[src/rtl/irq_chain_pkg.sv]
package irq_chain_pkg;

    localparam int VEC_W   = 16;
    localparam int FIELD_W = VEC_W / 2;

    // Vector layout: upper half selects the service routine, lower half is
    // the status word loaded on entry.
    typedef struct packed {
        logic [FIELD_W-1:0] isr_idx;
        logic [FIELD_W-1:0] psw;
    } vec_t;

    function automatic vec_t vec_gate(input vec_t v, input logic en);
        return en ? v : '0;
    endfunction

endpackage

[src/rtl/irq_chain_stage.sv]
module irq_chain_stage
    import irq_chain_pkg::*;
(
    input  logic clk,
    input  logic rst,
    input  logic req_set,
    input  logic ack_in,
    input  vec_t vec_code,
    output logic ack_out,
    output logic grant,
    output logic pending,
    output vec_t vec_drive
);

    logic pend_q;

    // A stage keeps the acknowledge if it is pending, otherwise forwards it.
    assign grant     = ack_in & pend_q;
    assign ack_out   = ack_in & ~pend_q;
    assign pending   = pend_q;
    assign vec_drive = vec_gate(vec_code, grant);

    // A new request landing on the grant edge survives the clear.
    always_ff @(posedge clk) begin
        if (rst) begin
            pend_q <= 1'b0;
        end else begin
            pend_q <= (pend_q & ~grant) | req_set;
        end
    end

endmodule

[src/rtl/irq_vec_merge.sv]
module irq_vec_merge
    import irq_chain_pkg::*;
#(
    parameter int N_DEV = 4
) (
    input  vec_t drv [N_DEV],
    output vec_t merged
);

    // Wired-OR bus: every non-granted stage drives zero.
    always_comb begin
        merged = '0;
        for (int i = 0; i < N_DEV; i++) begin
            merged = merged | drv[i];
        end
    end

endmodule

[src/rtl/irq_chain_top.sv]
module irq_chain_top
    import irq_chain_pkg::*;
#(
    parameter int N_DEV = 4
) (
    input  logic                   clk,
    input  logic                   rst,
    input  logic [N_DEV-1:0]       req_set,
    input  logic [N_DEV*VEC_W-1:0] vec_cfg,
    input  logic                   ack,
    output logic                   irq,
    output logic                   vec_valid,
    output logic [VEC_W-1:0]       vec_out,
    output logic [FIELD_W-1:0]     isr_idx,
    output logic [FIELD_W-1:0]     new_psw,
    output logic [N_DEV-1:0]       grant_q
);

    logic [N_DEV:0]   ack_c;
    logic [N_DEV-1:0] pend;
    logic [N_DEV-1:0] gnt;
    vec_t             drv [N_DEV];
    vec_t             bus;
    vec_t             vec_q;
    logic             valid_q;
    logic             ack_tail;

    assign ack_c[0] = ack;
    assign ack_tail = ack_c[N_DEV];

    for (genvar g = 0; g < N_DEV; g++) begin : g_stage
        irq_chain_stage u_stage (
            .clk       (clk),
            .rst       (rst),
            .req_set   (req_set[g]),
            .ack_in    (ack_c[g]),
            .vec_code  (vec_t'(vec_cfg[g*VEC_W +: VEC_W])),
            .ack_out   (ack_c[g+1]),
            .grant     (gnt[g]),
            .pending   (pend[g]),
            .vec_drive (drv[g])
        );
    end

    irq_vec_merge #(.N_DEV(N_DEV)) u_merge (
        .drv    (drv),
        .merged (bus)
    );

    assign irq = |pend;

    always_ff @(posedge clk) begin
        if (rst) begin
            vec_q   <= '0;
            valid_q <= 1'b0;
            grant_q <= '0;
        end else begin
            vec_q   <= bus;
            valid_q <= |gnt;
            grant_q <= gnt;
        end
    end

    assign vec_valid = valid_q;
    assign vec_out   = vec_q;
    assign isr_idx   = vec_q.isr_idx;
    assign new_psw   = vec_q.psw;

endmodule

[config.mk]
export PLATFORM = sky130hd
export DESIGN_NAME = irq_chain_top
export DESIGN_NICKNAME = d
export VERILOG_FILES = /design/src/rtl/irq_chain_pkg.sv /design/src/rtl/irq_chain_stage.sv /design/src/rtl/irq_vec_merge.sv /design/src/rtl/irq_chain_top.sv
export SDC_FILE = /design/constraint.sdc
export NUM_CORES = 1
export LEC_CHECK = 0
export ABC_AREA = 1
export BUFFER_PORTS_ARGS = -buffer_cell sky130_fd_sc_hd__buf_2
export CAP_MARGIN = 20
export CORE_MARGIN = 4
export CORE_UTILIZATION = 43
export CTS_CLUSTER_DIAMETER = 150
export CTS_CLUSTER_SIZE = 14
export DETAILED_ROUTE_END_ITERATION = 12
export PLACE_DENSITY = 0.95
export SKIP_CTS_REPAIR_TIMING = 1
export SLEW_MARGIN = 20
export SYNTH_ARGS = -nofsm -noshare
export SYNTH_HDL_FRONTEND = slang
export SYNTH_SLANG_ARGS = --single-unit
[constraint.sdc]
create_clock -name clk -period 2.4 [get_ports clk]
set_input_delay 0.48 -clock clk [delete_from_list [all_inputs] [get_ports clk]]
set_output_delay 0.48 -clock clk [all_outputs]
set_load 0.01 [all_outputs]
; Word-level counts from Yosys, hierarchy flattened
; Cells that the tools add are included.
[totals]
wordCells = 39
register_bits = 25
output_inout_bits = 38
in_bits = 71
[op_classes]
mux = 4
bitwise_logic = 25
n_reduce_logical = 2
[op_table]
columns = op, count
row1 = $mux W16, 4
row2 = $or A16 B16 Y16, 3
row3 = $and A1 B1 Y1, 11
row4 = $reduce_or A4 Y1, 2
row5 = $not A1 Y1, 7
row6 = $or A1 B1 Y1, 4

; Depth between registers and ports, before layout
; Gate-level depths: netlist (run 1).
[logic_depth]
depth_word = 8
mapped_depth = 8
mapped_depth_nobuf = 7

; Modules after synthesis
; From an unflattened synthesis (run 1), not the netlist that was laid out.
[unflattened]
cells_unflattened = 297
area_unflattened_um2 = 1752.9
[by_module_without_submodules]
columns = mod, cells_per_inst, n_inst, seq_area_each_um2, area_per_inst_um2
row1 = irq_chain_stage, 41, 4, 20.0, 209.0
row2 = irq_chain_top, 85, 1, 420.4, 737.0
row3 = irq_vec_merge, 48, 1, 0.0, 180.2

; Least setup slack after synthesis (run 1)
; OpenSTA, ideal clock, no wires.
[synth_path]
path_kind = input to register
start = input rst
end = register vec_q, in the netlist isr_idx[3]
path_stages = 8
path_buffers = 1
slack_ns = 1.241
arrival_ns = 1.101
setup_ns = 0.058
required_time_ns = 2.342
path_cell_list = inv_2 > nand3_2 > nor2_4 > buf_6 > nand2_1 > nand2_1 > inv_1 > nand2_1
[synth_rtl]
columns = element, line
row1 = from (decl), irq_chain_top.sv:7  ; input logic rst,
row2 = to (signal assigned), irq_chain_top.sv:58  ; vec_q <= bus;
row3 = to (decl), irq_chain_top.sv:24  ; vec_t vec_q;

; Worst setup path after layout (run 1)
[layout_path]
start = register g_stage[1].u_stage.pend_q
end = output irq
[layout_between]
elab_chain_cells = 1
[layout_rtl]
columns = element, line
row1 = from (decl), irq_chain_stage.sv:15  ; logic pend_q;
row2 = from (signal assigned), irq_chain_stage.sv:28  ; pend_q <= (pend_q & ~grant) | req_set;
row3 = $reduce_or A4 Y1, irq_chain_top.sv:50  ; assign irq = |pend;
row4 = to (decl), irq_chain_top.sv:11  ; output logic irq,
; No other way between the ends.

==> flow_metrics.env, run 1 <==
export IMPL_power_frac_comb_pct=23.7
export IMPL_utilization_pct=60.4
export IMPL_post_synth_and_or_nand_nor_area_fraction_pct=40.7
export IMPL_die_height_um=65.3
export IMPL_synthesis_instances=219
export IMPL_syn_area_per_cell_um2=6.46
export IMPL_vdd_ir_drop_max_mv=0.296
export IMPL_io_buffers=108
export IMPL_netlist_cell_type_count=19
export IMPL_slew_violations=0
export IMPL_post_synth_mux_area_share_pct=0
export IMPL_register_area_share_after_synthesis_pct=35.4
export IMPL_timing_final_crit_share_pct=71.9
export IMPL_fmax_mhz=580
export IMPL_fraction_of_final_layout_cells_sized_beyond_drive_strength_1_pct=39.2
export IMPL_clock_power_share_pct=22.0
export IMPL_clk_pin_slew_ns=0.13
export IMPL_reg2reg_slack_ns=0.96
export IMPL_first_pass_grt_wire_length_mm=6.44
export IMPL_whs_path_depth=3
export IMPL_cts_root_buf="sky130_fd_sc_hd__clkbuf_4"
export IMPL_mappedNetlistArea_um2=1410
export IMPL_detailroute_wirelength_met3_um=385
export IMPL_beginning_of_the_worst_register_to_register_path="g_stage[1].u_stage.pending$_SDFF_PP0_"
export IMPL_number_of_antenna_diodes=0
export IMPL_critical_path_endpoint_type="primary output"
export IMPL_synth_xor_xnor_area_share_pct=0
export IMPL_setup_total_negative_slack_ns=0
export IMPL_layout_cells_most_common="sky130_fd_sc_hd__buf_2"
export IMPL_fin_worst_skew_ns=0.00445
export IMPL_min_delay_path_class="in2reg"
export IMPL_initial_core_util_pct=45.6
export IMPL_compound_cell_area_share_of_the_yosys_netlist_pct=3.19
export IMPL_wl_met2_mm=2.05
export IMPL_endpoint="irq"
export IMPL_grt_remaining_overflow=0
export IMPL_cp_start_kind="register"
export IMPL_max_slew_margin_rel_pct=50.9
export IMPL_layout_common_cells="108 x sky130_fd_sc_hd__buf_2, 61 x sky130_fd_sc_hd__nand2_1, 35 x sky130_fd_sc_hd__nand3_1, 31 x sky130_fd_sc_hd__inv_1, 25 x sky130_fd_sc_hd__dfxtp_1"
export IMPL_area_growth_pct=32.6
export IMPL_worst_endpoint_required_ns=1.92
export IMPL_numCtsBuffers=3
export IMPL_chipWidth_um=65.3
export IMPL_rsz0062_at_grt="false"
export IMPL_cts_sink_count=25
export IMPL_type_of_the_worst_setup_path="reg2out"
export IMPL_yosysWarningCount=0
export IMPL_synth_fa_ha_area_share_pct=0
export IMPL_path_max_fanout=11
export IMPL_pin_count_of_the_biggest_net_entering_global_routing=19
export IMPL_multiInputGateArea_um2=621
export IMPL_worstMarginPinSlew_ns=0.735
export IMPL_vias_per_cell=4.56
export IMPL_swShare_pct=29.2
export IMPL_max_clock_path_buffers=2
export IMPL_layout_nets=381
export IMPL_switching_power_summed_over_all_nets_uw=244
export IMPL_tritoncts="built"
export IMPL_sequential_cell_area_um2=500
export IMPL_detailroute_via_count=1609
export IMPL_number_of_register_bits_inferred_by_synthesis=25
export IMPL_worstSkewPairLatency_ns=0.31
export IMPL_wl_met1_mm=1.55
export IMPL_drt_iter0_drc=75
export IMPL_setup_worst_path_start="g_stage[1].u_stage.pending$_SDFF_PP0_"
export IMPL_crit_arrival_ns=1.25
export IMPL_total_die_area_um2=4270
export IMPL_dp_final_hpwl_mm=3.24
export IMPL_synth_top_family_by_area="simple AND/OR/NAND/NOR gates"
export IMPL_p_leak_uw=0.00115
export IMPL_groute_usage_overall_pct=18.8
export IMPL_top_level_ports=109
export IMPL_route_antenna_remaining_nets=0
export IMPL_status="finished, final reports clean"
export IMPL_globalplace_congestion=0.740
export IMPL_filler_cell_count=303
export IMPL_hold_viol=0
export IMPL_grt_antenna_before_repair=0
export IMPL_p_int_uw=593
export IMPL_htree_levels=1
export IMPL_drt_first_pass_iters=4
export IMPL_worstReg2RegEnd="isr_idx[3]$_SDFF_PP0_"
export IMPL_highest_metal_layer_with_signal_wires="met4"
export IMPL_drv_cap=0
export IMPL_first_global_vias=1539
export IMPL_synth_nets=290
export IMPL_report_final_setup_viol=0
export IMPL_coreArea_um2=3100
export IMPL_layout_min_cycle_time_ns=1.73
export IMPL_worst_r2r_path_depth=6
export IMPL_drt_wl_total_mm=4.01
export IMPL_drc_errors=0
export IMPL_rows=20
export IMPL_seqPwrFrac_pct=54.3
export IMPL_power_density_cell_area_nw_per_um2=447
export IMPL_route_detailed_wl_per_inst_um=11.4
-- cell families (layout without fill, tap and decap cells) --
group | Yosys count | after routing
AO/OA/AOI/OAI | 9 | 9
buffers and inverters | 56 | 146
AND/OR/NAND/NOR | 129 | 129
flip-flops | 25 | 25
-- flip-flops by register name (all words and copies together) (netlist names) --
| register | flops |
|---|---|
| grant_q | 4 |
| new_psw | 8 |
| g_stage.u_stage.pending | 4 |
| isr_idx | 8 |
| vec_valid | 1 |
-- area by class of cell --
class	instances	share of cell area [%]
well taps	44	2.94
flip-flops and latches	25	26.7
inverters	33	6.61
repair buffers	109	29.2
multi-input cells	138	33.1
clock buffers	4	1.40
-- critical path, stage by stage, from the launching register on --
cell,delay [ns]
sky130_fd_sc_hd__dfxtp_1,0.62
sky130_fd_sc_hd__nor2_1,0.09
sky130_fd_sc_hd__nand2_1,0.08
sky130_fd_sc_hd__buf_2,0.14
-- worst min-delay path by stage --
stage | start | endpoint
final | req_set[1] | g_stage[1].u_stage.pending$_SDFF_PP0_
after global placement | g_stage[3].u_stage.pending$_SDFF_PP0_ | g_stage[3].u_stage.pending$_SDFF_PP0_
after detailed placement | g_stage[3].u_stage.pending$_SDFF_PP0_ | g_stage[3].u_stage.pending$_SDFF_PP0_
after CTS | vec_cfg[55] | new_psw[7]$_SDFF_PP0_
after floorplan | g_stage[3].u_stage.pending$_SDFF_PP0_ | g_stage[3].u_stage.pending$_SDFF_PP0_
after global routing | req_set[1] | g_stage[1].u_stage.pending$_SDFF_PP0_
-- stage by stage --
stage | instance area [um2] | power [uW] | std cells | hold WS [ns] | setup WS, ns
after CTS | 1870 | 849 | 353 | 0.360 | 0.674
after detailed placement | 1850 | 664 | 349 | 0.495 | 0.756
final | 1870 | 837 | 353 | 0.371 | 0.675
after global placement | 1850 | 659 | 349 | 0.484 | 0.808
after global routing | 1870 | 894 | 353 | 0.366 | 0.578
after floorplan | 1410 | 578 | 219 | 0.458 | 1.24
-- power groups by stage --
stage | Combinational (uW) | Clock, uW | Sequential [uW]
global route | 220 | 214 | 459
CTS | 200 | 194 | 455
detailed placement | 200 | 0 | 464
finish | 198 | 184 | 455
floorplan | 108 | 0 | 470
global placement | 196 | 0 | 462
-- Yosys cell counts --
cell type	count	area share, %
sky130_fd_sc_hd__nand2_1	61	16
sky130_fd_sc_hd__buf_6	2	1.6
sky130_fd_sc_hd__nor3_1	1	0.35
sky130_fd_sc_hd__buf_4	17	9.0
sky130_fd_sc_hd__nor2_1	19	5.0
sky130_fd_sc_hd__nor2_4	2	1.6
sky130_fd_sc_hd__nand3_1	35	12
sky130_fd_sc_hd__inv_1	31	8.2
sky130_fd_sc_hd__nor2_2	3	1.3
sky130_fd_sc_hd__nand4_1	5	2.2
sky130_fd_sc_hd__and3_1	1	0.44
sky130_fd_sc_hd__nand2_2	1	0.44
sky130_fd_sc_hd__o21ai_1	1	0.35
sky130_fd_sc_hd__clkbuf_1	1	0.27
sky130_fd_sc_hd__buf_2	3	1.1
sky130_fd_sc_hd__dfxtp_1	25	35
sky130_fd_sc_hd__inv_2	2	0.53
sky130_fd_sc_hd__a21oi_1	8	2.8
sky130_fd_sc_hd__nand3_2	1	0.71
-- layer usage --
metal,vias up,track usage [%]
met5,-,0
met4,0,3.63
met3,4,2.91
met2,76,36.7
met1,686,21.4
li1,843,-
No activity file was read; power rests on OpenSTA's default activity.
==> run 2, diff against run 1 <==
--- a/config.mk
+++ b/config.mk
@@ -5,15 +5,15 @@
 export SDC_FILE = /design/constraint.sdc
 export NUM_CORES = 1
 export LEC_CHECK = 0
-export ABC_AREA = 1
+export ABC_AREA = 0
 export BUFFER_PORTS_ARGS = -buffer_cell sky130_fd_sc_hd__buf_2
 export CAP_MARGIN = 20
 export CORE_MARGIN = 4
-export CORE_UTILIZATION = 43
+export CORE_UTILIZATION = 37
 export CTS_CLUSTER_DIAMETER = 150
 export CTS_CLUSTER_SIZE = 14
 export DETAILED_ROUTE_END_ITERATION = 12
-export PLACE_DENSITY = 0.95
+export PLACE_DENSITY = 0.9
 export SKIP_CTS_REPAIR_TIMING = 1
 export SLEW_MARGIN = 20
 export SYNTH_ARGS = -nofsm -noshare
==> constraint.sdc (replaced) <==
create_clock -name clk -period 1.6 [get_ports clk]
set_input_delay 0.32 -clock clk [delete_from_list [all_inputs] [get_ports clk]]
set_output_delay 0.32 -clock clk [all_outputs]
set_load 0.01 [all_outputs]
==> flow_metrics.env, run 2 <==
export IMPL_crit_arrival_ns=1.15
export IMPL_synth_most_common_cell="sky130_fd_sc_hd__dfxtp_1"
export IMPL_worstMarginPinSlew_ns=0.338
export IMPL_clock_power_share_pct=21.9
export IMPL_cts_sink_count=25
export IMPL_max_clock_path_buffers=2
export IMPL_die_height_um=66.2
export IMPL_detailroute_via_count=1324
export IMPL_netlist_cell_type_count=22
export IMPL_number_of_register_bits_inferred_by_synthesis=25
export IMPL_synthDominantCellAreaShare_pct=40.0
export IMPL_min_delay_path_class="in2reg"
export IMPL_synth_nets=208
export IMPL_synth_top_cells_by_area="sky130_fd_sc_hd__dfxtp_1 40%, sky130_fd_sc_hd__buf_4 9.6%, sky130_fd_sc_hd__nand3b_1 9.6%, sky130_fd_sc_hd__a21oi_1 8.0%, sky130_fd_sc_hd__a221o_1 7.2%"
export IMPL_worst_endpoint_required_ns=1.28
export IMPL_worst_r2r_path_depth=4
export IMPL_layout_nets=302
export IMPL_dp_final_hpwl_mm=2.94
export IMPL_max_slew_margin_rel_pct=77.5
export IMPL_whs_path_depth=3
export IMPL_syn_area_per_cell_um2=9.13
export IMPL_top_cell_types_by_occurrence_after_synthesis="25 x sky130_fd_sc_hd__dfxtp_1, 20 x sky130_fd_sc_hd__a21oi_1, 16 x sky130_fd_sc_hd__buf_4, 16 x sky130_fd_sc_hd__nand2_1, 16 x sky130_fd_sc_hd__nand3b_1"
export IMPL_fraction_of_final_layout_cells_sized_beyond_drive_strength_1_pct=56.5
export IMPL_p_int_uw=912
export IMPL_cts_root_buf="sky130_fd_sc_hd__clkbuf_4"
export IMPL_layout_min_cycle_time_ns=1.47
export IMPL_postSynth_asyncResetShare_pct=0
export IMPL_power_density_cell_area_nw_per_um2=708
export IMPL_layout_common_cells="108 x sky130_fd_sc_hd__buf_2, 25 x sky130_fd_sc_hd__dfxtp_1, 20 x sky130_fd_sc_hd__a21oi_1, 16 x sky130_fd_sc_hd__nand2_1, 16 x sky130_fd_sc_hd__nand3b_1"
export IMPL_drt_first_pass_iters=4
export IMPL_type_of_the_worst_setup_path="reg2out"
export IMPL_first_pass_grt_wire_length_mm=5.23
export IMPL_area_growth_pct=39.5
export IMPL_worstSkewPairLatency_ns=0.30
export IMPL_switching_power_summed_over_all_nets_uw=324
export IMPL_utilization_pct=55.4
export IMPL_p_leak_uw=0.000915
export IMPL_setup_worst_path_start="g_stage[2].u_stage.pending$_SDFF_PP0_"
export IMPL_synth_top_flop_cell="sky130_fd_sc_hd__dfxtp_1"
export IMPL_rows=20
export IMPL_globalplace_congestion=0.768
export IMPL_timing_final_crit_share_pct=91.8
export IMPL_grt_remaining_overflow=0
export IMPL_worstReg2RegEnd="new_psw[2]$_SDFF_PP0_"
export IMPL_vdd_ir_drop_max_mv=0.348
export IMPL_layout_cells_most_common="sky130_fd_sc_hd__buf_2"
export IMPL_numCtsBuffers=3
export IMPL_vias_per_cell=4.83
export IMPL_timing_hold_worst_start="req_set[2]"
export IMPL_route_antenna_remaining_nets=0
export IMPL_setup_total_negative_slack_ns=0
export IMPL_holdPathEnd="g_stage[2].u_stage.pending$_SDFF_PP0_"
export IMPL_cp_start_kind="register"
export IMPL_post_synth_top_area_cell="sky130_fd_sc_hd__dfxtp_1"
export IMPL_tritoncts="built"
export IMPL_grt_antenna_before_repair=0
export IMPL_fmax_mhz=681
export IMPL_initial_core_util_pct=39.7
export IMPL_fin_worst_skew_ns=0.00543
export IMPL_number_of_antenna_diodes=0
export IMPL_coreArea_um2=3150
export IMPL_io_buffers=108
export IMPL_first_global_vias=1206
export IMPL_mappedNetlistArea_um2=1250
export IMPL_beginning_of_the_worst_register_to_register_path="g_stage[1].u_stage.pending$_SDFF_PP0_"
export IMPL_critical_path_endpoint_type="primary output"
export IMPL_register_area_share_after_synthesis_pct=40.0
export IMPL_path_max_fanout=4
export IMPL_report_final_setup_viol=0
export IMPL_rsz0062_at_grt="false"
export IMPL_slew_violations=0
export IMPL_total_die_area_um2=4380
export IMPL_reg2reg_slack_ns=0.19
export IMPL_drt_iter0_drc=52
export IMPL_drc_errors=0
export IMPL_clk_pin_slew_ns=0.12
export IMPL_synth_edff_count=0
export IMPL_synthesis_instances=137
export IMPL_route_detailed_wl_per_inst_um=13.2
export IMPL_swShare_pct=26.2
export IMPL_status="finished, final reports clean"
export IMPL_htree_levels=1
export IMPL_groute_usage_overall_pct=15.4
export IMPL_drt_wl_total_mm=3.63
export IMPL_seqPwrFrac_pct=54.4
export IMPL_power_frac_comb_pct=23.7
export IMPL_drv_cap=0
export IMPL_chipWidth_um=66.2
export IMPL_pin_count_of_the_biggest_net_entering_global_routing=18
export IMPL_hold_viol=0
export IMPL_top_level_ports=109
export IMPL_yosysWarningCount=0
## run 2: cell types whose count changed in the layout (fill, tap and decap cells not counted), moves of 3 or more
cell | previous run | this run
sky130_fd_sc_hd__nand2_1 | 61 | 16
sky130_fd_sc_hd__nand3_1 | 35 | 0
sky130_fd_sc_hd__inv_1 | 31 | 3
sky130_fd_sc_hd__nor2_1 | 19 | 2
sky130_fd_sc_hd__nand3b_1 | 0 | 16
sky130_fd_sc_hd__a21oi_1 | 8 | 20
sky130_fd_sc_hd__a221o_1 | 0 | 9
sky130_fd_sc_hd__a221o_2 | 0 | 7
sky130_fd_sc_hd__buf_4 | 1 | 8
sky130_fd_sc_hd__nand4_1 | 5 | 0
sky130_fd_sc_hd__nor2_2 | 3 | 0
## run 2: per-stage QoR
| stage | hold slack, ns | area [um2] | setup slack [ns] | instances | power [uW] |
|---|---|---|---|---|---|
| after floorplan | 0.389 | 1250 | 0.205 | 137 | 848 |
| after global placement | 0.485 | 1720 | 0.0520 | 270 | 975 |
| after detailed placement | 0.491 | 1720 | 0.0228 | 270 | 982 |
| after CTS | 0.207 | 1740 | 0.0773 | 274 | 1250 |
| after global routing | 0.209 | 1750 | 0.00257 | 274 | 1310 |
| final | 0.216 | 1750 | 0.132 | 274 | 1240 |
## run 2: final cells by class
type	instances	area, um2
fillers	313	1410
repair buffers	116	601
multi-input cells	82	552
flip-flops and latches	25	500
well taps	44	55.1
clock buffers	4	26.3
inverters	3	11.3
## run 2: worst max-delay path, stage by stage, from the launching register on
cell and delay [ns]:
sky130_fd_sc_hd__dfxtp_1 0.35, sky130_fd_sc_hd__nor3_1 0.24, sky130_fd_sc_hd__nand2b_1 0.10, sky130_fd_sc_hd__buf_2 0.15
## run 2: worst max path at each step
stage / endpoint / slack, ns / depth (start not counted)
CTS: isr_idx[1]$_SDFF_PP0_ / 0.08 / 3
finish: irq / 0.13 / 3
floorplan: isr_idx[0]$_SDFF_PP0_ / 0.21 / 6
detailed placement: isr_idx[6]$_SDFF_PP0_ / 0.02 / 4
global route: irq / 0.003 / 3
global placement: isr_idx[5]$_SDFF_PP0_ / 0.05 / 4
## run 2: routing by layer
layer / global-route usage (%) / up-vias / part of all wire [%] / wire [um]
met4: 4.57 / 0 / 0.83 / 30
li1: - / 658 / - / -
met3: 2.72 / 2 / 7.3 / 266
met5: 0 / - / 0 / 0
met2: 31.2 / 52 / 55 / 2010
met1: 15.5 / 612 / 36 / 1320
## run 2: cells by family (layout without fill, tap and decap cells)
kind of cell,Yosys count,after routing,synth area share (%)
flops,25,25,40.0
simple gates,44,44,21.7
compound gates,38,38,22.3
buf+inv,30,123,16.0
## run 2: power by group through the flow
| stage | registers (uW) | clock network, uW | logic (uW) |
|---|---|---|---|
| floorplan | 698 | 0 | 150 |
| global placement | 685 | 0 | 290 |
| detailed placement | 687 | 0 | 295 |
| CTS | 673 | 284 | 296 |
| global route | 678 | 308 | 323 |
| finish | 672 | 271 | 293 |
==> run 3, diff against run 2 <==
==> constraint.sdc (replaced) <==
create_clock -name clk -period 1.6 [get_ports clk]
set_input_delay 0.08 -clock clk [delete_from_list [all_inputs] [get_ports clk]]
set_output_delay 0.08 -clock clk [all_outputs]
set_load 0.01 [all_outputs]
==> flow_metrics.env, run 3 (synthesized netlist as in run 2, its figures left out) <==
export IMPL_worstReg2RegEnd="isr_idx[5]$_SDFF_PP0_"
export IMPL_fraction_of_final_layout_cells_sized_beyond_drive_strength_1_pct=48.9
export IMPL_placed_cells=270
export IMPL_grt_remaining_overflow=0
export IMPL_p_total_uw=1320
export IMPL_route_antenna_remaining_nets=0
export IMPL_globalplace_congestion=0.773
export IMPL_vdd_ir_drop_max_mv=0.304
export IMPL_layout_min_cycle_time_ns=1.42
export IMPL_post_layout_instance_count_excluding_filler_cells=310
export IMPL_global_route_usage_met2_pct=30.6
export IMPL_total_die_area_um2=4380
export IMPL_pin_count_of_the_biggest_net_entering_global_routing=18
export IMPL_whs_path_depth=2
export IMPL_rows=20
export IMPL_layout_common_cells="108 x sky130_fd_sc_hd__buf_2, 36 x sky130_fd_sc_hd__dlygate4sd3_1, 25 x sky130_fd_sc_hd__dfxtp_1, 20 x sky130_fd_sc_hd__a21oi_1"
export IMPL_detailroute_via_count=1510
export IMPL_hold_viol=0
export IMPL_utilization_pct=66.8
export IMPL_fmax_mhz=703
export IMPL_max_slew_margin_rel_pct=81.0
export IMPL_timing_hold_worst_start="rst"
export IMPL_fin_worst_skew_ns=0.00636
export IMPL_cp_start_kind="register"
export IMPL_status="finished, final reports clean"
export IMPL_power_density_cell_area_nw_per_um2=624
export IMPL_initial_core_util_pct=39.7
export IMPL_cts_sink_count=25
export IMPL_groute_usage_overall_pct=16.1
export IMPL_crit_arrival_ns=1.63
export IMPL_first_pass_grt_wire_length_mm=5.52
export IMPL_rsz0062_at_grt="false"
export IMPL_slew_violations=0
export IMPL_chipWidth_um=66.2
export IMPL_drt_iter0_drc=58
export IMPL_cts_root_buf="sky130_fd_sc_hd__clkbuf_4"
export IMPL_drv_cap=0
export IMPL_max_clock_path_buffers=2
export IMPL_worst_endpoint_required_ns=1.81
export IMPL_grtUsageMet1_pct=17.2
export IMPL_dp_final_hpwl_mm=3.01
export IMPL_reg2reg_slack_ns=0.18
export IMPL_drc_errors=0
export IMPL_coreArea_um2=3150
export IMPL_critical_path_endpoint_type="register"
export IMPL_tritoncts="built"
export IMPL_grt_met3_usage_pct=3.23
export IMPL_setup_total_negative_slack_ns=0
export IMPL_type_of_the_worst_setup_path="reg2reg"
export IMPL_beginning_of_the_worst_register_to_register_path="g_stage[0].u_stage.pending$_SDFF_PP0_"
export IMPL_die_height_um=66.2
export IMPL_first_global_vias=1280
export IMPL_holdPathEnd="g_stage[1].u_stage.pending$_SDFF_PP0_"
export IMPL_top_level_ports=109
export IMPL_vias_per_cell=4.87
export IMPL_io_buffers=108
export IMPL_timing_final_crit_share_pct=89.0
export IMPL_number_of_antenna_diodes=0
export IMPL_worstSkewPairLatency_ns=0.31
export IMPL_worst_r2r_path_depth=4
export IMPL_area_growth_pct=68.3
export IMPL_path_max_fanout=17
export IMPL_finalWorstSetupSlack_ns=0.177
export IMPL_layout_nets=338
export IMPL_worstMarginPinSlew_ns=0.285
export IMPL_numCtsBuffers=3
export IMPL_drt_first_pass_iters=5
export IMPL_route_detailed_wl_per_inst_um=14.2
export IMPL_htree_levels=1
export IMPL_p_leak_uw=0.00107
export IMPL_layout_cells_most_common="sky130_fd_sc_hd__buf_2"
export IMPL_drt_wl_total_mm=4.39
export IMPL_clk_pin_slew_ns=0.14
export IMPL_grt_antenna_before_repair=0
export IMPL_min_delay_path_class="in2reg"
export IMPL_global_route_peak_usage_layer="met2"
export IMPL_dp_worst_setup_slack_ns=0.190
export IMPL_report_final_setup_viol=0
run 3: cell count changes in the layout (fill, tap and decap cells not counted), sizes merged:
cell | before | now
clkinv | 0 | 1
clkbuf | 4 | 3
dlygate4sd3 | 0 | 36
run 3: metal layers:
metal	vias up	share of wire, %
li1	731	-
met1	697	37
met2	72	54
met3	10	5.9
met4	0	2.6
met5	-	0
run 3: per-stage QoR:
stage	hold WS, ns	cell area [um2]
after floorplan	0.149	1250
after global placement	0.298	1720
after detailed placement	0.300	1720
after CTS	-0.0323	1750
after global routing	0.0209	2110
final	0.0350	2110
run 3: power by group:
part,internal (uW),total [uW],switching [uW]
sequential,656,675,18.4
combinational,213,363,150
clock,93.2,277,183
total,963,1320,352
run 3: cell type report:
type / instances / area [um2]
well taps: 44 / 55.1
multi-input cells: 82 / 551
fillers: 279 / 1050
flip-flops and latches: 25 / 500
inverters: 3 / 11.3
clock buffers: 3 / 22.5
clock inverters: 1 / 5.00
repair buffers: 152 / 961
run 3: worst max-delay path by stage:
stage / from / end
2_1_floorplan: g_stage[1].u_stage.pending$_SDFF_PP0_ / isr_idx[0]$_SDFF_PP0_
3_3_place_gp: g_stage[0].u_stage.pending$_SDFF_PP0_ / isr_idx[5]$_SDFF_PP0_
3_5_place_dp: g_stage[0].u_stage.pending$_SDFF_PP0_ / new_psw[7]$_SDFF_PP0_
4_1_cts: g_stage[0].u_stage.pending$_SDFF_PP0_ / new_psw[7]$_SDFF_PP0_
5_1_grt: g_stage[0].u_stage.pending$_SDFF_PP0_ / isr_idx[6]$_SDFF_PP0_
6_report: g_stage[0].u_stage.pending$_SDFF_PP0_ / isr_idx[5]$_SDFF_PP0_
run 3: worst max-delay path: stages (launching register included):
cell,delay (ns)
sky130_fd_sc_hd__dfxtp_1,0.48
sky130_fd_sc_hd__nor3_1,0.09
sky130_fd_sc_hd__and3_1,0.17
sky130_fd_sc_hd__buf_4,0.19
sky130_fd_sc_hd__a221o_2,0.39
